File: src/rtl/adcsp_pkg.sv
package adcsp_pkg;
    localparam int CFG_BITS = 7;
    localparam logic [3:0] SEL_GND = 4'd8;
    localparam logic [3:0] SEL_COM = 4'd7;

    typedef struct packed {
        logic single;
        logic odd;
        logic sel1;
        logic sel0;
        logic com;
        logic unipolar;
        logic sleep;
    } adcsp_cfg_t;

    typedef enum logic [2:0] {
        ST_IDLE,
        ST_CONV,
        ST_NAP,
        ST_XFER,
        ST_SLEEP,
        ST_WAKE
    } adcsp_state_t;
endpackage

File: src/rtl/adcsp_cfg_rx.sv
module adcsp_cfg_rx
    import adcsp_pkg::*;
(
    input  logic       clk,
    input  logic       rst_n,
    input  logic       clear,
    input  logic       capture,
    input  logic       sdi,
    output adcsp_cfg_t cfg_o
);
    logic [2:0]          bit_cnt;
    logic [CFG_BITS-2:0] partial;

    always_ff @(posedge clk or negedge rst_n) begin
        if (!rst_n) begin
            bit_cnt <= '0;
            partial <= '0;
            cfg_o   <= '0;
        end else if (clear) begin
            bit_cnt <= '0;
        end else if (capture && (bit_cnt < 3'(CFG_BITS))) begin
            partial <= {partial[CFG_BITS-3:0], sdi};
            bit_cnt <= bit_cnt + 3'd1;
            if (bit_cnt == 3'(CFG_BITS - 1)) begin
                cfg_o <= adcsp_cfg_t'({partial, sdi});
            end
        end
    end
endmodule

File: src/rtl/adcsp_mux_map.sv
module adcsp_mux_map
    import adcsp_pkg::*;
(
    input  logic       single,
    input  logic       odd,
    input  logic       sel1,
    input  logic       sel0,
    input  logic       com,
    output logic [3:0] pos,
    output logic [3:0] neg
);
    always_comb begin
        pos = {1'b0, sel1, sel0, odd};
        unique case ({single, com})
            2'b10:   neg = SEL_GND;
            2'b11:   neg = SEL_COM;
            default: neg = {1'b0, sel1, sel0, ~odd};
        endcase
    end
endmodule

File: src/rtl/adcsp_out_shift.sv
module adcsp_out_shift #(
    parameter int DATA_W = 16
) (
    input  logic              clk,
    input  logic              rst_n,
    input  logic              load,
    input  logic [DATA_W-1:0] raw,
    input  logic              unipolar,
    input  logic              shift,
    output logic              msb
);
    logic [DATA_W-1:0] sh;
    logic [DATA_W-1:0] formatted;

    always_comb begin
        formatted = raw;
        if (!unipolar) begin
            formatted[DATA_W-1] = ~raw[DATA_W-1];
        end
    end

    always_ff @(posedge clk or negedge rst_n) begin
        if (!rst_n) begin
            sh <= '0;
        end else if (load) begin
            sh <= formatted;
        end else if (shift) begin
            sh <= {sh[DATA_W-2:0], 1'b0};
        end
    end

    assign msb = sh[DATA_W-1];
endmodule

File: src/rtl/adcsp_ctrl.sv
module adcsp_ctrl
    import adcsp_pkg::*;
#(
    parameter int DATA_W      = 16,
    parameter int CONV_CYCLES = 185,
    parameter int WAKE_CYCLES = 200
) (
    input  logic              clk,
    input  logic              rst_n,
    input  logic              cs_conv,
    input  logic              sck,
    input  logic              sdi,
    input  logic [DATA_W-1:0] sample_code,
    output logic              sdo,
    output logic              sdo_en,
    output logic              busy,
    output logic              nap,
    output logic              sleep,
    output logic [3:0]        mux_pos,
    output logic [3:0]        mux_neg
);
    localparam int TMR_MAX = (CONV_CYCLES > WAKE_CYCLES) ? CONV_CYCLES : WAKE_CYCLES;
    localparam int TMR_W   = $clog2(TMR_MAX + 1);

    adcsp_state_t      state_q, state_d;
    logic              cs_q, cs_d, sck_q, sck_d, sdi_q;
    logic              cs_rise, cs_fall, sck_rise, sck_fall;
    logic [TMR_W-1:0]  tmr;
    logic              conv_done, wake_done, start;
    logic [DATA_W-1:0] samp_q;
    logic              uni_q;
    adcsp_cfg_t        cfg;

    // input sampling and edge detection
    always_ff @(posedge clk or negedge rst_n) begin
        if (!rst_n) begin
            cs_q  <= 1'b1;
            cs_d  <= 1'b1;
            sck_q <= 1'b0;
            sck_d <= 1'b0;
            sdi_q <= 1'b0;
        end else begin
            cs_q  <= cs_conv;
            cs_d  <= cs_q;
            sck_q <= sck;
            sck_d <= sck_q;
            sdi_q <= sdi;
        end
    end

    assign cs_rise  = cs_q & ~cs_d;
    assign cs_fall  = ~cs_q & cs_d;
    assign sck_rise = sck_q & ~sck_d;
    assign sck_fall = ~sck_q & sck_d;

    assign conv_done = (state_q == ST_CONV) && (tmr == TMR_W'(CONV_CYCLES - 1));
    assign wake_done = (state_q == ST_WAKE) && (tmr == TMR_W'(WAKE_CYCLES - 1));
    assign start     = (state_d == ST_CONV) && (state_q != ST_CONV);

    // next-state logic
    always_comb begin
        state_d = state_q;
        unique case (state_q)
            ST_IDLE, ST_XFER: if (cs_rise) state_d = cfg.sleep ? ST_SLEEP : ST_CONV;
            ST_CONV:          if (conv_done) state_d = cs_q ? ST_NAP : ST_XFER;
            ST_NAP:           if (!cs_q) state_d = ST_XFER;
            ST_SLEEP:         if (!cfg.sleep) state_d = ST_WAKE;
            ST_WAKE:          if (wake_done) state_d = ST_IDLE;
            default:          state_d = ST_IDLE;
        endcase
    end

    // state register, interval timer and sample hold
    always_ff @(posedge clk or negedge rst_n) begin
        if (!rst_n) begin
            state_q <= ST_IDLE;
            tmr     <= '0;
            samp_q  <= '0;
            uni_q   <= 1'b0;
        end else begin
            state_q <= state_d;
            if (state_d != state_q) begin
                tmr <= '0;
            end else if (state_q == ST_CONV || state_q == ST_WAKE) begin
                tmr <= tmr + TMR_W'(1);
            end
            if (start) begin
                samp_q <= sample_code;
                uni_q  <= cfg.unipolar;
            end
        end
    end

    // outputs decoded from the state
    always_comb begin
        busy  = 1'b0;
        nap   = 1'b0;
        sleep = 1'b0;
        unique case (state_q)
            ST_CONV:  busy  = 1'b1;
            ST_NAP:   nap   = 1'b1;
            ST_SLEEP: sleep = 1'b1;
            default:  ;
        endcase
        sdo_en = ~cs_q;
    end

    adcsp_cfg_rx u_cfg (
        .clk     (clk),
        .rst_n   (rst_n),
        .clear   (cs_fall),
        .capture (sck_rise && !cs_q && (state_q != ST_CONV)),
        .sdi     (sdi_q),
        .cfg_o   (cfg)
    );

    adcsp_mux_map u_mux (
        .single (cfg.single),
        .odd    (cfg.odd),
        .sel1   (cfg.sel1),
        .sel0   (cfg.sel0),
        .com    (cfg.com),
        .pos    (mux_pos),
        .neg    (mux_neg)
    );

    adcsp_out_shift #(.DATA_W(DATA_W)) u_out (
        .clk      (clk),
        .rst_n    (rst_n),
        .load     (conv_done),
        .raw      (samp_q),
        .unipolar (uni_q),
        .shift    (sck_fall && (state_q == ST_XFER)),
        .msb      (sdo)
    );
endmodule

File: config.mk
export PLATFORM = sky130hd
export DESIGN_NAME = adcsp_ctrl
export DESIGN_NICKNAME = d
export VERILOG_FILES = /design/src/rtl/adcsp_pkg.sv /design/src/rtl/adcsp_cfg_rx.sv /design/src/rtl/adcsp_mux_map.sv /design/src/rtl/adcsp_out_shift.sv /design/src/rtl/adcsp_ctrl.sv
export SDC_FILE = /design/constraint.sdc
export NUM_CORES = 1
export LEC_CHECK = 0
export BUFFER_PORTS_ARGS = -buffer_cell sky130_fd_sc_hd__buf_2
export CAP_MARGIN = 20
export CORE_MARGIN = 10
export CORE_UTILIZATION = 30
export DETAILED_ROUTE_END_ITERATION = 7
export HOLD_SLACK_MARGIN = 0.05
export PLACE_DENSITY_LB_ADDON = 0.15
export SLEW_MARGIN = 20
export SYNTH_ARGS = -nofsm -noshare
export SYNTH_HDL_FRONTEND = slang
export SYNTH_SLANG_ARGS = --single-unit
File: constraint.sdc
create_clock -name clk -period 2.8 [get_ports clk]
set_clock_uncertainty 0.2 [all_clocks]
set_input_delay 0.56 -clock clk [delete_from_list [all_inputs] [get_ports clk]]
set_output_delay 0.56 -clock clk [all_outputs]
set_load 0.03 [all_outputs]
==> results of run 1 <==
-- routing by layer --
metal / vias to the layer above / GRT usage / part of all wire
met4: 0 / 0.0362 / 0.015
li1: 952 / - / -
met2: 34 / 0.144 / 0.49
met5: - / 0 / 0
met3: 8 / 0.0363 / 0.049
met1: 964 / 0.101 / 0.44
-- cell families after synthesis --
kind of cell / count (synthesis) / share of synthesized area
DFF: 65 / 0.535
other: 1 / 0.00123
adders and majority gates: 4 / 0.0164
xor gates and xnor gates: 10 / 0.0288
and+or+nand+nor: 73 / 0.129
buffers and inverters: 23 / 0.0419
muxes: 43 / 0.166
AOI/OAI and AO/OA: 36 / 0.0810
-- registers in the layout, indices dropped and copies added, names as in the netlist --
register,count
u_cfg.partial,6
sck_q,1
cs_d,1
uni_q,1
samp_q,16
sdi_q,1
state_q,3
cs_q,1
sck_d,1
u_out.sh,16
tmr,8
u_cfg.cfg_o,7
u_cfg.bit_cnt,3
-- worst paths after layout --
kind | to | cells after the start | slack, ns
setup / recovery | samp_q[2] | 7 | 0.30
hold / removal | sck_q | 1 | 0.13
setup reg to reg | samp_q[2] | 7 | 0.30
hold reg to reg | cs_d | 0 | 0.21
max in group asynchronous | cs_d | 3 | 1.50
min in group asynchronous | u_out.sh[15] | 3 | 0.56
-- cells in the mapped netlist (2+ instances only) --
library cell   n
a21oi_1        7
and4b_1        3
buf_2          3
buf_4          5
clkbuf_1       3
dfrtp_1       63
dfstp_2        2
ha_1           4
inv_1         10
mux2_2        20
mux2_4        10
mux2i_1       13
nand2_1       21
nand3_1        4
nand4_1        4
nor2_1        23
nor2b_1        4
nor3_1         4
o21ai_0       16
xnor2_1        3
xor2_1         7
-- repair_timing --
item / 4_1_cts / 5_1_grt
setup buffers: 0 / 0
hold endpoints to repair: 63 / 0
hold buffers: 1 / 0
endpoints found under the setup margin: 0 / 0
-- where the power goes --
| part | total [uW] | switching (uW) | internal, uW | leakage, uW |
|---|---|---|---|---|
| Combinational | 407 | 173 | 234 | 0.000776 |
| Clock | 792 | 364 | 429 | 0.0000981 |
| Sequential | 1250 | 147 | 1110 | 0.000839 |
-- worst max-delay path: cells and delay by family, from the launching register on --
| family | cells | cell delay, ns |
|---|---|---|
| fa+ha+maj | 1 | 0.27 |
| mux | 1 | 0.35 |
| simple gates | 3 | 0.55 |
| buf+inv | 1 | 0.22 |
| flops | 1 | 0.46 |
| compound gates | 1 | 0.31 |
-- through the flow --
step | hold WS, ns | total power, uW | setup WS, ns | std cells
3_3_place_gp | 0.183 | 1670 | 0.336 | 413
2_1_floorplan | 0.0644 | 1550 | 0.303 | 255
4_1_cts | 0.109 | 2500 | 0.283 | 429
6_report | 0.129 | 2450 | 0.300 | 429
5_1_grt | 0.102 | 2610 | 0.203 | 429
3_5_place_dp | 0.192 | 1680 | 0.295 | 413
-- cell type report --
type                            count  area [um^2]  share of cell area
Clock buffer                       10          138              0.0387
Clock inverter                      5         56.3              0.0158
Inverter                           10         37.5              0.0105
Multi-Input combinational cell    167         1290               0.363
Sequential cell                    65         1630               0.458
Tap cell                          133          166              0.0467
Timing Repair Buffer               39          240              0.0675
==> summary.md, run 1 <==
| Metric | Value |
|---|---|
| Ys flop type | `dfrtp_1` |
| Period utilization | `0.893` |
| Total routed wirelength | `between 6000 and 7000 um` |
| Core area | `9820 um^2` |
| Initial antenna violation count | `0` |
| Area share of the largest cell type after synthesis | `0.518` |
| CTS sink cnt | `65` |
| PortBufs | `32` |
| Slowest CP cell | `dfrtp_1` |
| Die width | `121 um` |
| Pre-antenna DRT Iters | `4` |
| CTS buffer count | `9` |
| Post-CTS resize count | `0` |
| Slew Limit Fails | `0` |
| Setup Viol. Count Final | `0` |
| Post-Route Setup TNS | `0 ns` |
| Hold path startpoint | `sck` |
| Layout net count | `317` |
| 1st-iter DRT viols | `82` |
| Post-route DRC | `0` |
| Hpwl dp | `between 4000 and 5000 um` |
| Peak VDD IR | `roughly 0.36 mV` |
| Avg WL per Cell | `between 10 and 15 um` |
| Worst-path cell chain | `ha_1 > and4b_1 > and3_4 > nand3b_4 > a311oi_4 > buf_12 > mux2_2` |
| Final Hold Fails | `0` |
| Design Area, Final | `between 3000 and 4000 um^2` |
| CTS tree | `yes` |
| Hold crit path type | `in -> reg` |
| Slowest cell delay on critical path | `approximately 0.46 ns` |
| Unrepaired setup endpoints after global routing | `false` |
| Synth warn | `0` |
| Antenna Nets Post-Route | `0` |
| Sequential fraction of the synthesis area | `0.535` |
| Vias post-DR | `~2000` |
| Post-DP Area | `3360 um^2` |
| Ports | `34` |
| Critical path endpoint category | `flip-flop` |
| Least-Margin Pin Slew | `0.559 ns` |
| Worst-path clk slew | `approximately 0.07 ns` |
| Routability-driven placement congestion ratio | `0.790` |
| Mapped Area | `3040 um^2` |
| Leak | `around 0.0017 uW` |
| Most common cell after layout, fill and taps aside | `dfrtp_1` |
| Crit path arrival time | `2.52 ns` |
| Mapped Nets | `280` |
| Leading area contributor after synthesis | `dfrtp_1` |
| Initial Util | `0.310` |
| Max Clk Rate | `0.400 GHz` |
| Max clock buf depth | `2` |
| Largest net degree at the start of global routing | `66` |
| Final min period | `2.50 ns` |
| Async SR Flop Fraction | `1.00` |
| Worst Setup SP | `tmr[0]` |
| Total GRT Usage | `0.0884` |
| # diodes | `0` |
| Slew margin rel. | `0.627` |
| Global-route wire length before repair | `around 10000 um` |
| Startpoint Class | `flip-flop` |
| Worst R2R Start | `tmr[0]` |
| Max-cap check violation count | `0` |
| Crit-path max FO | `17` |
| Final Util | `0.363` |
| # rows | `36` |
| Htree depth | `3` |
| Via-per-instance ratio | `4.56` |
| Layout cells sized above 1 | `0.328` |
| FF+latch count, synth | `65` |
| Die Height | `121 um` |
| P&R area growth vs syn | `17.0%` |
| Distinct cell type count of the synthesized netlist | `47` |
| Vias in the first global route | `2103` |
| Root buffer cell | `clkbuf_8` |
| GR Overflow Total | `0` |
| Most frequent cells in the layout | `63 x dfrtp_1, 32 x buf_2, 23 x nor2_1, 21 x nand2_1, 20 x mux2_2` |
| Critical path class | `reg -> reg` |
| Number of synthesized flops with an enable pin | `0` |
| Die area | `approximately 15000 um^2` |
| Synthesized area per cell | `11.9 um^2` |
| Synthesized instance count | `255` |
| Synth top area cells | `dfrtp_1 52%, mux2_2 7.4%, mux2_4 4.9%` |
| Clock latency on the worst-skew pair | `~0.33 ns` |
| CP required | `2.82 ns` |
| Pwr/cell area | `689 nW/um^2` |
| # fillers | `1030` |
| Outcome | `complete, no violations` |
No activity file was read; power rests on OpenSTA's default activity.
==> inputs of run 2 (changes only) <==
BUFFER_PORTS_ARGS = unset   (was -buffer_cell sky130_fd_sc_hd__buf_2)
CORE_UTILIZATION = 40   (was 30)
DONT_BUFFER_PORTS = 1   (was unset)
SKIP_CTS_REPAIR_TIMING = 1   (was unset)
==> summary.md, run 2 (synthesis gave the netlist of run 1 again) <==
| Metric | Value |
|---|---|
| Outcome | `complete, no violations` |
| # fillers | `666 (-35%)` |
| Vias in the first global route | `1919 (-8.7%)` |
| Via-per-instance ratio | `4.91 (+7.6%)` |
| Routability-driven placement congestion ratio | `0.789 (-0.22%)` |
| Register Area | `1630 um^2 (unchanged)` |
| Tot Pwr | `2460 uW (+0.16%)` |
| Multi-input gate area | `1290 um^2 (unchanged)` |
| Critical path endpoint category | `flip-flop` |
| Crit-path max FO | `17 (unchanged)` |
| Design Area, Final | `3450 um^2 (-3.0%)` |
| Global-route wire length before repair | `9640 um (-6.2%)` |
| Clock latency on the worst-skew pair | `0.34 ns (about the same)` |
| Critical path class | `reg -> reg` |
| Max Clk Rate | `0.395 GHz (-1.4%)` |
| Core area | `7330 um^2 (-25%)` |
| Hold crit path type | `in -> reg` |
| # diodes | `0 (unchanged)` |
| Final Hold Fails | `0 (unchanged)` |
| Post-Route Setup TNS | `0 ns (unchanged)` |
| Layout cells sized above 1 | `0.259 (-0.0686)` |
| GR Overflow Total | `0 (unchanged)` |
| CTS tree | `yes` |
| 1st-iter DRT viols | `56 (-32%)` |
| Ports | `34 (unchanged)` |
| Htree depth | `3 (unchanged)` |
| Die area | `11500 um^2 (-21%)` |
| Post-route DRC | `0 (unchanged)` |
| Pwr/cell area | `712 nW/um^2 (+3.3%)` |
| Crit path arrival time | `2.55 ns (+0.03 ns)` |
| Unrepaired setup endpoints after global routing | `false` |
| Total GRT Usage | `0.106 (+0.0177)` |
| Max-cap check violation count | `0 (unchanged)` |
| Slew margin rel. | `0.556 (-0.0703)` |
| Hpwl dp | `3830 um (-6.8%)` |
| Final min period | `2.53 ns (+0.0348 ns)` |
| Least-Margin Pin Slew | `0.667 ns (+0.109 ns)` |
| Most frequent cells in the layout | `63 x dfrtp_1, 23 x nor2_1, 21 x nand2_1, 20 x mux2_2, 16 x o21ai_0` |
| Slew Limit Fails | `0 (unchanged)` |
| Die width | `107 um (-11%)` |
| Initial antenna violation count | `0 (unchanged)` |
| PortBufs | `0 (-100%)` |
| Peak VDD IR | `0.379 mV (+5.7%)` |
| Pre-antenna DRT Iters | `4 (unchanged)` |
| Setup Viol. Count Final | `0 (unchanged)` |
| Largest net degree at the start of global routing | `66 (unchanged)` |
| Root buffer cell | `clkbuf_8` |
| # rows | `31 (-14%)` |
| Post-DP Area | `3180 um^2 (-5.3%)` |
| Startpoint Class | `flip-flop` |
| Most common cell after layout, fill and taps aside | `dfrtp_1` |
| Die Height | `107 um (-11%)` |
| Final Util | `0.471 (+0.108)` |
| Total routed wirelength | `5620 um (-7.0%)` |
| Avg WL per Cell | `15.1 um (+7.0%)` |
| Worst-path clk slew | `0.07 ns (about the same)` |
| CP required | `2.82 ns (about the same)` |
| Vias post-DR | `1832 (-6.4%)` |
| Layout net count | `294 (-7.3%)` |
| CTS buffer count | `9 (unchanged)` |
| Max clock buf depth | `2 (unchanged)` |
| Period utilization | `0.905 (+0.0124)` |
| Antenna Nets Post-Route | `0 (unchanged)` |
| CTS sink cnt | `65 (unchanged)` |
| P&R area growth vs syn | `13.4%` |
| Initial Util | `0.415 (+0.105)` |
| Leak | `0.00163 uW (-5.0%)` |
| Top Registers | `samp_q (16), u_out.sh (16), tmr (8)` |
==> run 2: changes by cell type in the layout (fill, tap and decap cells not counted) <==
| cell | previous run | this run |
|---|---|---|
| buf_2 | 32 | 0 |
| buf_4 | 4 | 10 |
| dlygate4sd3_1 | 1 | 4 |
| buf_12 | 2 | 1 |
| buf_16 | 0 | 1 |
| clkbuf_1 | 0 | 1 |
| clkbuf_8 | 10 | 11 |
| clkinv_2 | 2 | 1 |
==> run 2: per-stage QoR <==
step / hold slack (ns) / worst slack, ns / instances
4_1_cts: -0.314 / 0.272 / 368
2_1_floorplan: 0.0644 / 0.303 / 255
3_3_place_gp: 0.0670 / 0.361 / 352
5_1_grt: 0.136 / 0.183 / 373
6_report: 0.167 / 0.265 / 373
3_5_place_dp: 0.0669 / 0.305 / 352
==> run 2: layer usage <==
layer	track usage	part of all wire	vias up
met3	0.0527	0.073	8
met4	0.0435	0.013	0
li1	-	-	911
met2	0.154	0.44	36
met5	0	0	-
met1	0.130	0.47	877
==> run 2: power breakdown <==
| part | switching (uW) | total, uW | internal, uW |
|---|---|---|---|
| sequential | 145 | 1250 | 1110 |
| clock | 351 | 811 | 460 |
| combinational | 168 | 394 | 226 |
| total | 664 | 2460 | 1790 |
==> run 2: critical path: stages (launching register included) <==
cell and delay (ns):
dfrtp_1 0.46, ha_1 0.28, and4b_1 0.24, and3_4 0.18, nand3b_4 0.16, a311oi_4 0.32, buf_12 0.22, mux2_2 0.35
==> run 2: cell type report <==
type / instances / area share
Inverter: 10 / 0.0109
Clock buffer: 12 / 0.0449
Clock inverter: 4 / 0.0149
Timing Repair Buffer: 16 / 0.0471
Sequential cell: 65 / 0.472
Tap cell: 99 / 0.0359
Multi-Input combinational cell: 167 / 0.374
==> run 2: path summary, 6_finish.rpt <==
path                                 startpoint             end  slack, ns  depth (start not counted)
worst min register to register             cs_q            cs_d       0.20                          0
worst max register to register           tmr[0]       samp_q[1]       0.27                          7
max in group asynchronous                 rst_n            cs_d       1.53                          2
worst max-delay path                     tmr[0]       samp_q[1]       0.27                          7
worst min-delay path            sample_code[10]      samp_q[10]       0.17                          1
min in group asynchronous                 rst_n  u_cfg.cfg_o[3]       0.57                          2
